<file path="config.mk">
export PLATFORM = sky130hd
export DESIGN_NAME = deferFlagUnit
export DESIGN_NICKNAME = d
export VERILOG_FILES = /design/src/rtl/deferFlagPkg.sv /design/src/rtl/deferFlagCtrl.sv /design/src/rtl/deferFlagLane.sv /design/src/rtl/deferFlagPath.sv /design/src/rtl/deferFlagUnit.sv
export SDC_FILE = /design/constraint.sdc
export NUM_CORES = 1
export LEC_CHECK = 0
export ABC_AREA = 1
export ABC_CLOCK_PERIOD_IN_PS = 5600
export BUFFER_PORTS_ARGS = -buffer_cell sky130_fd_sc_hd__buf_2
export CORE_MARGIN = 5
export CORE_UTILIZATION = 45
export DETAILED_ROUTE_END_ITERATION = 8
export PLACE_DENSITY = 0.62
export REMOVE_ABC_BUFFERS = 1
export SLEW_MARGIN = 20
export SYNTH_ARGS = -nofsm -noshare
export SYNTH_HDL_FRONTEND = slang
export SYNTH_HIERARCHICAL = 1
export SYNTH_SLANG_ARGS = --single-unit
</file>
<file path="constraint.sdc">
create_clock -name clk -period 5.6 [get_ports clk]
set_clock_uncertainty 0.15 [all_clocks]
set_input_delay 1.12 -clock clk [delete_from_list [all_inputs] [get_ports clk]]
set_output_delay 1.12 -clock clk [all_outputs]
set_load 0.05 [all_outputs]
</file>
<file path="src/rtl/deferFlagPkg.sv">
package deferFlagPkg;

  localparam int MODE_W = 4;
  localparam int FLAG_W = 4;

  typedef enum logic [MODE_W-1:0] {
    MODE_DIRECT = 4'd0,
    MODE_LOGIC  = 4'd1,
    MODE_ADD    = 4'd2,
    MODE_SUB    = 4'd3,
    MODE_CMPB   = 4'd4,
    MODE_CMPW   = 4'd5,
    MODE_ADDX   = 4'd6,
    MODE_SUBX   = 4'd7,
    MODE_SHIFT  = 4'd8
  } modeKind_e;

  // lane selection: which operand width the flags are judged at
  typedef enum logic [1:0] {
    LANE_FULL = 2'd0,
    LANE_HALF = 2'd1,
    LANE_BYTE = 2'd2
  } laneSel_e;

  // strobes from control to datapath
  typedef struct packed {
    logic     passThru;
    logic     useNz;
    logic     useAdd;
    logic     useSub;
    logic     useShift;
    logic     extIn;
    laneSel_e laneSel;
    logic     badMode;
  } flagStrobe_t;

endpackage

</file>
<file path="src/rtl/deferFlagCtrl.sv">
module deferFlagCtrl
  import deferFlagPkg::*;
(
  input  logic [MODE_W-1:0] modeCode,
  output flagStrobe_t       strobes
);

  always_comb begin
    strobes          = '0;
    strobes.laneSel  = LANE_FULL;
    unique case (modeCode)
      MODE_DIRECT: strobes.passThru = 1'b1;
      MODE_LOGIC:  strobes.useNz    = 1'b1;
      MODE_ADD: begin
        strobes.useNz  = 1'b1;
        strobes.useAdd = 1'b1;
      end
      MODE_ADDX: begin
        strobes.useNz  = 1'b1;
        strobes.useAdd = 1'b1;
        strobes.extIn  = 1'b1;
      end
      MODE_SUB: begin
        strobes.useNz  = 1'b1;
        strobes.useSub = 1'b1;
      end
      MODE_SUBX: begin
        strobes.useNz  = 1'b1;
        strobes.useSub = 1'b1;
        strobes.extIn  = 1'b1;
      end
      MODE_CMPB: begin
        strobes.useNz   = 1'b1;
        strobes.useSub  = 1'b1;
        strobes.laneSel = LANE_BYTE;
      end
      MODE_CMPW: begin
        strobes.useNz   = 1'b1;
        strobes.useSub  = 1'b1;
        strobes.laneSel = LANE_HALF;
      end
      MODE_SHIFT: begin
        strobes.useNz    = 1'b1;
        strobes.useShift = 1'b1;
      end
      default: strobes.badMode = 1'b1;
    endcase
  end

endmodule

</file>
<file path="src/rtl/deferFlagLane.sv">
module deferFlagLane #(
  parameter int W = 32
) (
  input  logic [W-1:0] resIn,
  input  logic [W-1:0] srcIn,
  input  logic         extIn,
  output logic         nFlag,
  output logic         zFlag,
  output logic         addC,
  output logic         addV,
  output logic         subC,
  output logic         subV,
  output logic         shC
);

  logic [W-1:0] extWord;
  logic [W-1:0] otherOp;
  logic [W-1:0] minuend;
  logic [W-1:0] addMix;
  logic [W-1:0] subMix;

  always_comb begin
    extWord = {{(W-1){1'b0}}, extIn};
    // rebuilt operands for the add and subtract families
    otherOp = resIn - srcIn - extWord;
    minuend = resIn + srcIn + extWord;

    zFlag = (resIn == '0);
    nFlag = !zFlag && resIn[W-1];

    addC = extIn ? (resIn <= srcIn) : (resIn < srcIn);
    addMix = (srcIn ^ resIn) & ~(otherOp ^ srcIn);
    addV = addMix[W-1];

    subC = extIn ? (minuend <= srcIn) : (minuend < srcIn);
    subMix = (minuend ^ resIn) & (minuend ^ srcIn);
    subV = subMix[W-1];

    shC = |srcIn;
  end

endmodule

</file>
<file path="src/rtl/deferFlagPath.sv">
module deferFlagPath
  import deferFlagPkg::*;
#(
  parameter int DATA_W = 32,
  parameter int HALF_W = 16,
  parameter int BYTE_W = 8
) (
  input  logic                clk,
  input  logic                rstN,
  input  flagStrobe_t         strobes,
  input  logic [DATA_W-1:0]   resWord,
  input  logic [DATA_W-1:0]   srcWord,
  output logic [FLAG_W-1:0]   flagsOut,
  output logic                errOut
);

  localparam int LANES = 3;
  localparam int LANE_BITS = 7;
  localparam int LANE_W [LANES] = '{DATA_W, HALF_W, BYTE_W};

  // per lane: {n, z, addC, addV, subC, subV, shC}
  logic [LANE_BITS-1:0] laneBits [LANES];
  logic [LANE_BITS-1:0] picked;
  logic [FLAG_W-1:0]    flagsNext;

  for (genvar g = 0; g < LANES; g++) begin : gLane
    deferFlagLane #(.W(LANE_W[g])) uLane (
      .resIn (resWord[LANE_W[g]-1:0]),
      .srcIn (srcWord[LANE_W[g]-1:0]),
      .extIn (strobes.extIn),
      .nFlag (laneBits[g][6]),
      .zFlag (laneBits[g][5]),
      .addC  (laneBits[g][4]),
      .addV  (laneBits[g][3]),
      .subC  (laneBits[g][2]),
      .subV  (laneBits[g][1]),
      .shC   (laneBits[g][0])
    );
  end

  always_comb begin
    unique case (strobes.laneSel)
      LANE_HALF: picked = laneBits[1];
      LANE_BYTE: picked = laneBits[2];
      default:   picked = laneBits[0];
    endcase
  end

  always_comb begin
    flagsNext = '0;
    if (strobes.passThru) begin
      flagsNext = resWord[FLAG_W-1:0];
    end else if (strobes.useNz) begin
      flagsNext[3] = picked[6];
      flagsNext[2] = picked[5];
      if (strobes.useAdd) begin
        flagsNext[1] = picked[3];
        flagsNext[0] = picked[4];
      end else if (strobes.useSub) begin
        flagsNext[1] = picked[1];
        flagsNext[0] = picked[2];
      end else if (strobes.useShift) begin
        flagsNext[0] = picked[0];
      end
    end
  end

  always_ff @(posedge clk) begin
    if (!rstN) begin
      flagsOut <= '0;
      errOut   <= 1'b0;
    end else begin
      flagsOut <= flagsNext;
      errOut   <= strobes.badMode;
    end
  end

  // history guard so $past never reaches before reset
  logic histOk;
  logic wasPass, wasNz, wasLogic, wasShift;
  assign wasLogic = strobes.useNz && !strobes.useAdd && !strobes.useSub && !strobes.useShift;

  always_ff @(posedge clk) begin
    if (!rstN) begin
      histOk   <= 1'b0;
      wasPass  <= 1'b0;
      wasNz    <= 1'b0;
      wasShift <= 1'b0;
    end else begin
      histOk   <= 1'b1;
      wasPass  <= strobes.passThru;
      wasNz    <= strobes.useNz;
      wasShift <= strobes.useShift;
    end
  end

  a_r1_direct_copy: assert property (@(posedge clk) disable iff (!rstN)
    histOk && wasPass |-> flagsOut == $past(resWord[FLAG_W-1:0]));

  a_r2_nz_exclusive: assert property (@(posedge clk) disable iff (!rstN)
    histOk && wasNz |-> !(flagsOut[3] && flagsOut[2]));

  a_r3_logic_no_vc: assert property (@(posedge clk) disable iff (!rstN)
    histOk && $past(wasLogic) |-> flagsOut[1:0] == 2'b00);

  a_r10_shift_no_overflow: assert property (@(posedge clk) disable iff (!rstN)
    histOk && wasShift |-> !flagsOut[1]);

  a_r11_error_clears: assert property (@(posedge clk) disable iff (!rstN)
    errOut |-> flagsOut == '0);

  a_r12_reset_clear: assert property (@(posedge clk)
    !$past(rstN) && !histOk |-> flagsOut == '0 && !errOut);

endmodule

</file>
<file path="src/rtl/deferFlagUnit.sv">
module deferFlagUnit
  import deferFlagPkg::*;
#(
  parameter int DATA_W = 32,
  parameter int HALF_W = 16,
  parameter int BYTE_W = 8
) (
  input  logic              clk,
  input  logic              rstN,
  input  logic [3:0]        modeCode,
  input  logic [DATA_W-1:0] resWord,
  input  logic [DATA_W-1:0] srcWord,
  output logic [3:0]        flagsOut,
  output logic              errOut
);

  flagStrobe_t strobes;

  deferFlagCtrl uCtrl (
    .modeCode (modeCode),
    .strobes  (strobes)
  );

  deferFlagPath #(
    .DATA_W (DATA_W),
    .HALF_W (HALF_W),
    .BYTE_W (BYTE_W)
  ) uPath (
    .clk      (clk),
    .rstN     (rstN),
    .strobes  (strobes),
    .resWord  (resWord),
    .srcWord  (srcWord),
    .flagsOut (flagsOut),
    .errOut   (errOut)
  );

endmodule

</file>
### After elaboration in Yosys (flattened, before gate mapping)

Index checks and enable logic that the tools add are counted.

* output and inout bits: 5
* flip-flop bits (word level): 5
* logic and storage cells: 96

* reduce and logical (&&, ||, !) cells: 18
* bitwise operators: 21
* add/subtract/negate cells: 12
* equality and inequality tests: 10
* multiplexer cells: 21
* magnitude comparators: 12

Operators with widths (count)
* bitwise XOR 32 bit: 4
* bitwise AND 32 bit: 2
* <= comparator 32 bit: 2
* less-than comparator 32 bit: 2
* bitwise XOR 16 bit: 4
* adder 32 x 1 -> 32 bit: 1
* adder 32 bit: 1
* bitwise AND 16 bit: 2
* <= comparator 16 bit: 2
* zero test 32 bit: 1
* less-than comparator 16 bit: 2
* inverter 32 bit: 1
* OR reduction 32 bit: 1
* subtractor 32 x 1 -> 32 bit: 1
* subtractor 32 bit: 1
* bitwise XOR 8 bit: 4
* adder 16 x 1 -> 16 bit: 1
* adder 16 bit: 1
* bitwise AND 8 bit: 2
* equality test 4 x 3 -> 1 bit (second input constant): 4
* <= comparator 8 bit: 2
* zero test 16 bit: 1
* less-than comparator 8 bit: 2
* 2-to-1 mux 1 bit: 16
* other kinds (26): 34

### Longest topological paths before layout

Gate-level depths: netlist of run 1.

* word-level depth: 13
* depth in mapped cells: 30
* depth with buffers taken out: 30

### Hierarchy

Netlist of run 1, hierarchy kept.

Modules (own cells, without submodules)
* deferFlagLane at uPath.gLane[0].uLane: seq. area each 0.0 µm², area an instance 5019.8 µm², cells each 795, times used 1
* deferFlagLane at uPath.gLane[1].uLane: seq. area each 0.0 µm², area an instance 2257.2 µm², cells each 354, times used 1
* deferFlagLane at uPath.gLane[2].uLane: seq. area each 0.0 µm², area an instance 1076.0 µm², cells each 154, times used 1
* deferFlagPath: seq. area each 100.1 µm², area an instance 407.9 µm², cells each 68, times used 1
* deferFlagCtrl: seq. area each 0.0 µm², area an instance 81.3 µm², cells each 20, times used 1

### Least setup slack after synthesis of run 1

No wires, ideal clock.

* kind: input-to-reg
* start: input port modeCode[3]
* end: register uPath.flagsOut[0]
* arrival: 4.476 ns
* required time: 5.333 ns
* slack: 0.857 ns
* cell stages on the path: 29
* cell sequence: inv_1 -> nand2_1 -> nor2_1 -> fa_1 -> inv_1 -> fa_1 -> nand3b_1 -> nand2_1 -> a21oi_2 -> o21ai_2 -> nand3_1 -> nand3_1 -> nand2_1 -> ha_1 -> nand2_1 -> inv_1 -> nand3_1 -> inv_1 -> nand2_1 -> nor4_1 -> nand2_1 -> nand2_1 -> o21ai_0 -> a21oi_1 -> nand2_1 -> nand2_1 -> nand2_1 -> nand2_1 -> a21oi_2

RTL lines
* from (decl): line deferFlagUnit.sv:10 `input logic [3:0] modeCode,`
* to (signal assigned): line deferFlagPath.sv:73 `flagsOut <= flagsNext;`
* to (decl): line deferFlagPath.sv:13 `output logic [FLAG_W-1:0] flagsOut,`

==> impl_metrics.json, run 1 <==
{
  "routed_wl_um": 29200,
  "cap_violations": 0,
  "synthFlopType": "dfxtp_1",
  "arrival_ns": 4.82,
  "cts_buffers": 3,
  "rows": 51,
  "drt.antenna.violating_nets": 0,
  "antenna_found_initial": 0,
  "hold_violations": 0,
  "path_max_fanout": 5,
  "syn_inst": 1391,
  "detailed_place_hpwl_um": 24900,
  "cts-resized-gates": 0,
  "viasPerCell": 5.28,
  "critPathLaunchType": "primary input",
  "status": "complete, no violations",
  "ir_drop_mv": 0.150,
  "vias": 9191,
  "drive_gt1_share_pct": 12.1,
  "io_pins": 75,
  "stdcell_area_sq_um": 9690,
  "clk_pin_slew_worst_paths_ns": 0.03,
  "period_needed_ns": 4.86,
  "synth_edf_count": 0,
  "clock_sinks": 5,
  "grt_pass1_vias": 8629,
  "fp.dieW_um": 150,
  "grt_first_pass_wirelength_um": 45400,
  "required_ns": 5.56,
  "dr.pass1.iters": 5,
  "synthToLayoutAreaGrowth_pct": 9.64,
  "cts_tree": "done",
  "avgRoutedWirePerCell_um": 16.8,
  "power_density_nw_per_um2": 120,
  "p_leak_nw": 5.49,
  "globalplace.congestion": 0.976,
  "setup_viol_count_final": 0,
  "seq_area_frac_synth_pct": 1.13,
  "synthArstFlopShare_pct": 0,
  "grt_overflow": 0,
  "path_class": "primary input to flop",
  "fill_cells": 2105,
  "finalNonFillerCells": 1742,
  "max_freq_ghz": 0.206,
  "dpl_cell_area_sq_um": 9620,
  "core_sq_um": 19400,
  "tns_ns": 0,
  "hold_path.class": "primary input to flop",
  "htree_levels": 1,
  "final_max_slew_viol_count": 0,
  "cts_root_buf": "clkbuf_16",
  "start_util_pct": 45.6,
  "worst_pin_slew_ns": 1.04,
  "power_mw": 1.16,
  "track_usage_pct": 25.4,
  "period_share_pct": 86.7,
  "die_area_sq_um": 22600,
  "place_inst": 1738,
  "cts_hold_buf": 0,
  "syn_area_sq_um": 8840,
  "drt_iter0_drc": 629,
  "diodes": 0,
  "layout.nets": 1815,
  "fp.dieH_um": 150,
  "ys_ff_latch": 5,
  "rsz0062_at_grt": "false",
  "crit_path_end_kind": "flop",
  "synthDistinctLibCells": 42,
  "postCtsSetupRepairBufs": 0,
  "avgSynthCellArea_sq_um": 6.36,
  "max-clock-path-buffers": 2,
  "grt_max_degree": 15,
  "portBuffers": 74,
  "synth-warning-count": 6,
  "slew_headroom_pct": 30.3,
  "drc": 0
}
metal layers:
layer | vias to the layer above | part of all wire [%] | global-route usage, %
li1 | 4695 | - | -
met1 | 4161 | 48 | 37.6
met2 | 315 | 43 | 40.4
met3 | 20 | 7.6 | 3.13
met4 | 0 | 0.97 | 3.11
met5 | - | 0 | 0
logic make-up (layout without fill, tap and decap cells):
family          after synthesis  count (layout)  synth area share, %
simple gates                536             536                 27.9
buf+inv                     314             400                 13.3
fa+ha+maj                   267             267                 38.5
compound gates              228             228                 15.0
xor+xnor                     41              41                 4.06
flops                         5               5                 1.13
cell usage after synthesis, types with 9 or more instances:
cell	instances	share of area [%]
nand4_1	33	2.3
xor2_1	41	4.1
ha_1	258	37
nand3_1	58	3.3
nor2_2	13	0.92
nand2_1	254	11
nor3_1	19	1.1
inv_2	28	1.2
a21oi_2	10	0.99
a21oi_1	122	6.9
nand2_2	18	1.3
fa_1	9	2.0
o21bai_1	13	1.1
o21ai_0	43	2.4
nor4_1	27	1.9
nor2_1	90	3.8
inv_1	283	12
final cells by class:
class,count,area [sq um],share of cell area (%)
Clock buffer,4,78.8,0.813
Multi-Input combinational cell,1072,7560,78.0
Tap cell,265,332,3.42
Sequential cell,5,100,1.03
Inverter,311,1170,12.0
Timing Repair Buffer,85,453,4.67
stage by stage:
stage / utilization [%] / hold slack, ns / worst slack (ns)
floorplan: - / 1.07 / 0.857
global placement: 49.6 / 1.17 / 0.574
detailed placement: 49.6 / 1.18 / 0.545
CTS: 50.0 / 0.947 / 0.766
global route: 50.0 / 0.978 / 0.314
finish: 50.0 / 0.951 / 0.743
worst paths after layout:
check	from	endpoint	depth (start not counted)
setup / recovery	modeCode[3]	uPath/flagsOut[0]$_SDFF_PN0_	28
hold / removal	rstN	uPath/errOut$_SDFF_PN0_	3
cells in the final DEF (no fill, tap or decap), types with 8 or more instances in the layout:
master,n
o211ai_1,8
nor3_1,19
nor2_1,90
a21oi_1,122
a31oi_1,8
nand3_1,58
nor2_2,13
nand2_2,18
fa_1,9
o21ai_0,43
o21bai_1,13
nand4_1,33
ha_1,258
nor4_1,27
buf_4,11
inv_1,283
nand2_1,254
a21oi_2,10
buf_2,74
inv_2,28
xor2_1,41
where the power goes:
part / switching [mW] / internal [mW] / leakage, nW
Sequential: 0.000528 / 0.0377 / 0.0410
Combinational: 0.652 / 0.353 / 5.41
Clock: 0.0244 / 0.0945 / 0.0382
registers in the layout (all words and copies together), names as in the netlist:
signal and cells:
uPath/errOut 1, uPath/flagsOut 4
critical path, stage by stage:
cell      delay, ns
buf_2          0.10
inv_1          0.12
nand2_1        0.06
nor2_1         0.16
fa_1           0.25
inv_1          0.06
fa_1           0.41
nand3b_1       0.18
nand2_1        0.15
a21oi_2        0.11
o21bai_2       0.22
nand4_1        0.18
nand4_1        0.11
nand2_1        0.06
ha_1           0.26
nand2_1        0.06
nor2_1         0.10
nand2_1        0.08
nor4_1         0.29
nand2_1        0.10
nand2_1        0.06
o21ai_0        0.11
a21oi_1        0.17
nand2_1        0.06
nand2_1        0.06
nand2_1        0.05
nand2_1        0.07
a21oi_2        0.05
(Power assumes the default switching activity.)
==> run 2: changes to the inputs <==
- ABC_CLOCK_PERIOD_IN_PS: 5600 -> 4800
- clock period: 5.6 -> 4.8 ns (I/O delays scaled with it)
==> impl_metrics.json, run 2 (synthesized netlist as in run 1, its figures left out) <==
{
  "tns_ns": 0,
  "required_ns": 4.77,
  "start_util_pct": 45.6,
  "routed_wl_um": 30100,
  "avgRoutedWirePerCell_um": 17.0,
  "viasPerCell": 5.26,
  "p_leak_nw": 5.61,
  "top_usage_layer": "met2",
  "antenna_found_initial": 1,
  "fill_cells": 2030,
  "final_cell_mix": "inv_1 (283), ha_1 (258), nand2_1 (252)",
  "grtUsageMet2_pct": 41.4,
  "arrival_ns": 4.44,
  "final_common_cell": "inv_1",
  "rows": 51,
  "track_usage_pct": 26.4,
  "slowest_stage": "fa_1",
  "vias": 9282,
  "cts_root_buf": "clkbuf_16",
  "period_share_pct": 93.2,
  "cts_buffers": 3,
  "drc": 0,
  "cts_hold_buf": 0,
  "use_met1_pct": 37.9,
  "timing.critical_path.mode_cell": "nand2_1",
  "rsz0062_at_grt": "false",
  "max-clock-path-buffers": 2,
  "largest_reg_flops": 4,
  "power_density_nw_per_um2": 140,
  "io_pins": 75,
  "clk_pin_slew_worst_paths_ns": 0.04,
  "grt_pass1_vias": 8848,
  "drt.antenna.violating_nets": 0,
  "slew_headroom_pct": 40.7,
  "status": "complete, no violations",
  "cap_violations": 0,
  "path_max_fanout": 4,
  "path_class": "primary input to flop",
  "hold_path.class": "primary input to flop",
  "regMostFlops": "uPath/flagsOut",
  "synthToLayoutAreaGrowth_pct": 12.1,
  "grt_use_met3_pct": 4.97,
  "grt_max_degree": 14,
  "portBuffers": 74,
  "detailed_place_hpwl_um": 26200,
  "grt_first_pass_wirelength_um": 47200,
  "clock_sinks": 5,
  "die_area_sq_um": 22600,
  "htree_levels": 1,
  "layout.nets": 1838,
  "dr.pass1.iters": 5,
  "final_max_slew_viol_count": 0,
  "cts_tree": "done",
  "grt_overflow": 0,
  "crit_path_end_kind": "flop",
  "fp.dieH_um": 150,
  "drt_iter0_drc": 811,
  "period_needed_ns": 4.47,
  "ir_drop_mv": 0.183,
  "drive_gt1_share_pct": 13.9,
  "hold_violations": 0,
  "max_freq_ghz": 0.224,
  "core_sq_um": 19400,
  "critPathLaunchType": "primary input",
  "reg.largest.list": "uPath/flagsOut: 4 flops, uPath/errOut: 1 flops",
  "globalplace.congestion": 0.973,
  "setup_viol_count_final": 0,
  "worst_pin_slew_ns": 0.882,
  "power_mw": 1.39,
  "critPathMaxStageDelay_ns": 0.40,
  "fp.dieW_um": 150
}
[run 2: layout make-up]
cell class                 count  area (sq um)  share of cell area [%]
clock buffer                   4          78.8                   0.795
antenna                        1          2.50                  0.0252
tap                          265           332                    3.35
sequential                     5           100                    1.01
multi-input combinational   1072          7600                    76.7
timing repair buffer         108           626                    6.31
inverter                     311          1170                    11.8
[run 2: per-layer routing]
metal  wire [um]  vias up
met5           0        -
met4         595        0
met3        2430       46
met2       12900      306
met1       14200     4199
li1            -     4731
[run 2: what timing repair did]
item,CTS,global route
gates resized for setup,0,9
setup buffers,0,1
setup endpoints to repair,0,1
[run 2: metrics by stage]
stage | worst slack [ns] | cell area (sq um) | hold slack, ns | utilization (%) | instances
5_1_grt | 0.0119 | 9910 | 0.810 | 51.1 | 1766
3_5_place_dp | 0.00855 | 9780 | 1.02 | 50.4 | 1760
4_1_cts | 0.204 | 9860 | 0.785 | 50.8 | 1764
2_1_floorplan | 0.217 | 8830 | 0.908 | - | 1388
6_report | 0.326 | 9910 | 0.784 | 51.1 | 1766
3_3_place_gp | 0.0447 | 9780 | 1.01 | 50.4 | 1760
[run 2: path summary, 6_finish.rpt]
kind	from	to	slack, ns	depth (start not counted)
min	rstN	uPath/errOut$_SDFF_PN0_	0.78	3
max	modeCode[3]	uPath/flagsOut[0]$_SDFF_PN0_	0.33	27
[run 2: critical path: cells and delay by family]
kind | cells | cell delay (ns)
AO/OA/AOI/OAI | 6 | 0.75
XOR/XNOR | 1 | 0.06
adder cells (fa/ha/maj) | 3 | 0.91
AND/OR/NAND/NOR | 13 | 1.38
buffers and inverters | 4 | 0.35
[run 2: report_power, final]
group	switching, mW	internal (mW)	total, mW
combinational	0.776	0.429	1.21
sequential	0.000656	0.0440	0.0446
clock	0.0291	0.110	0.139
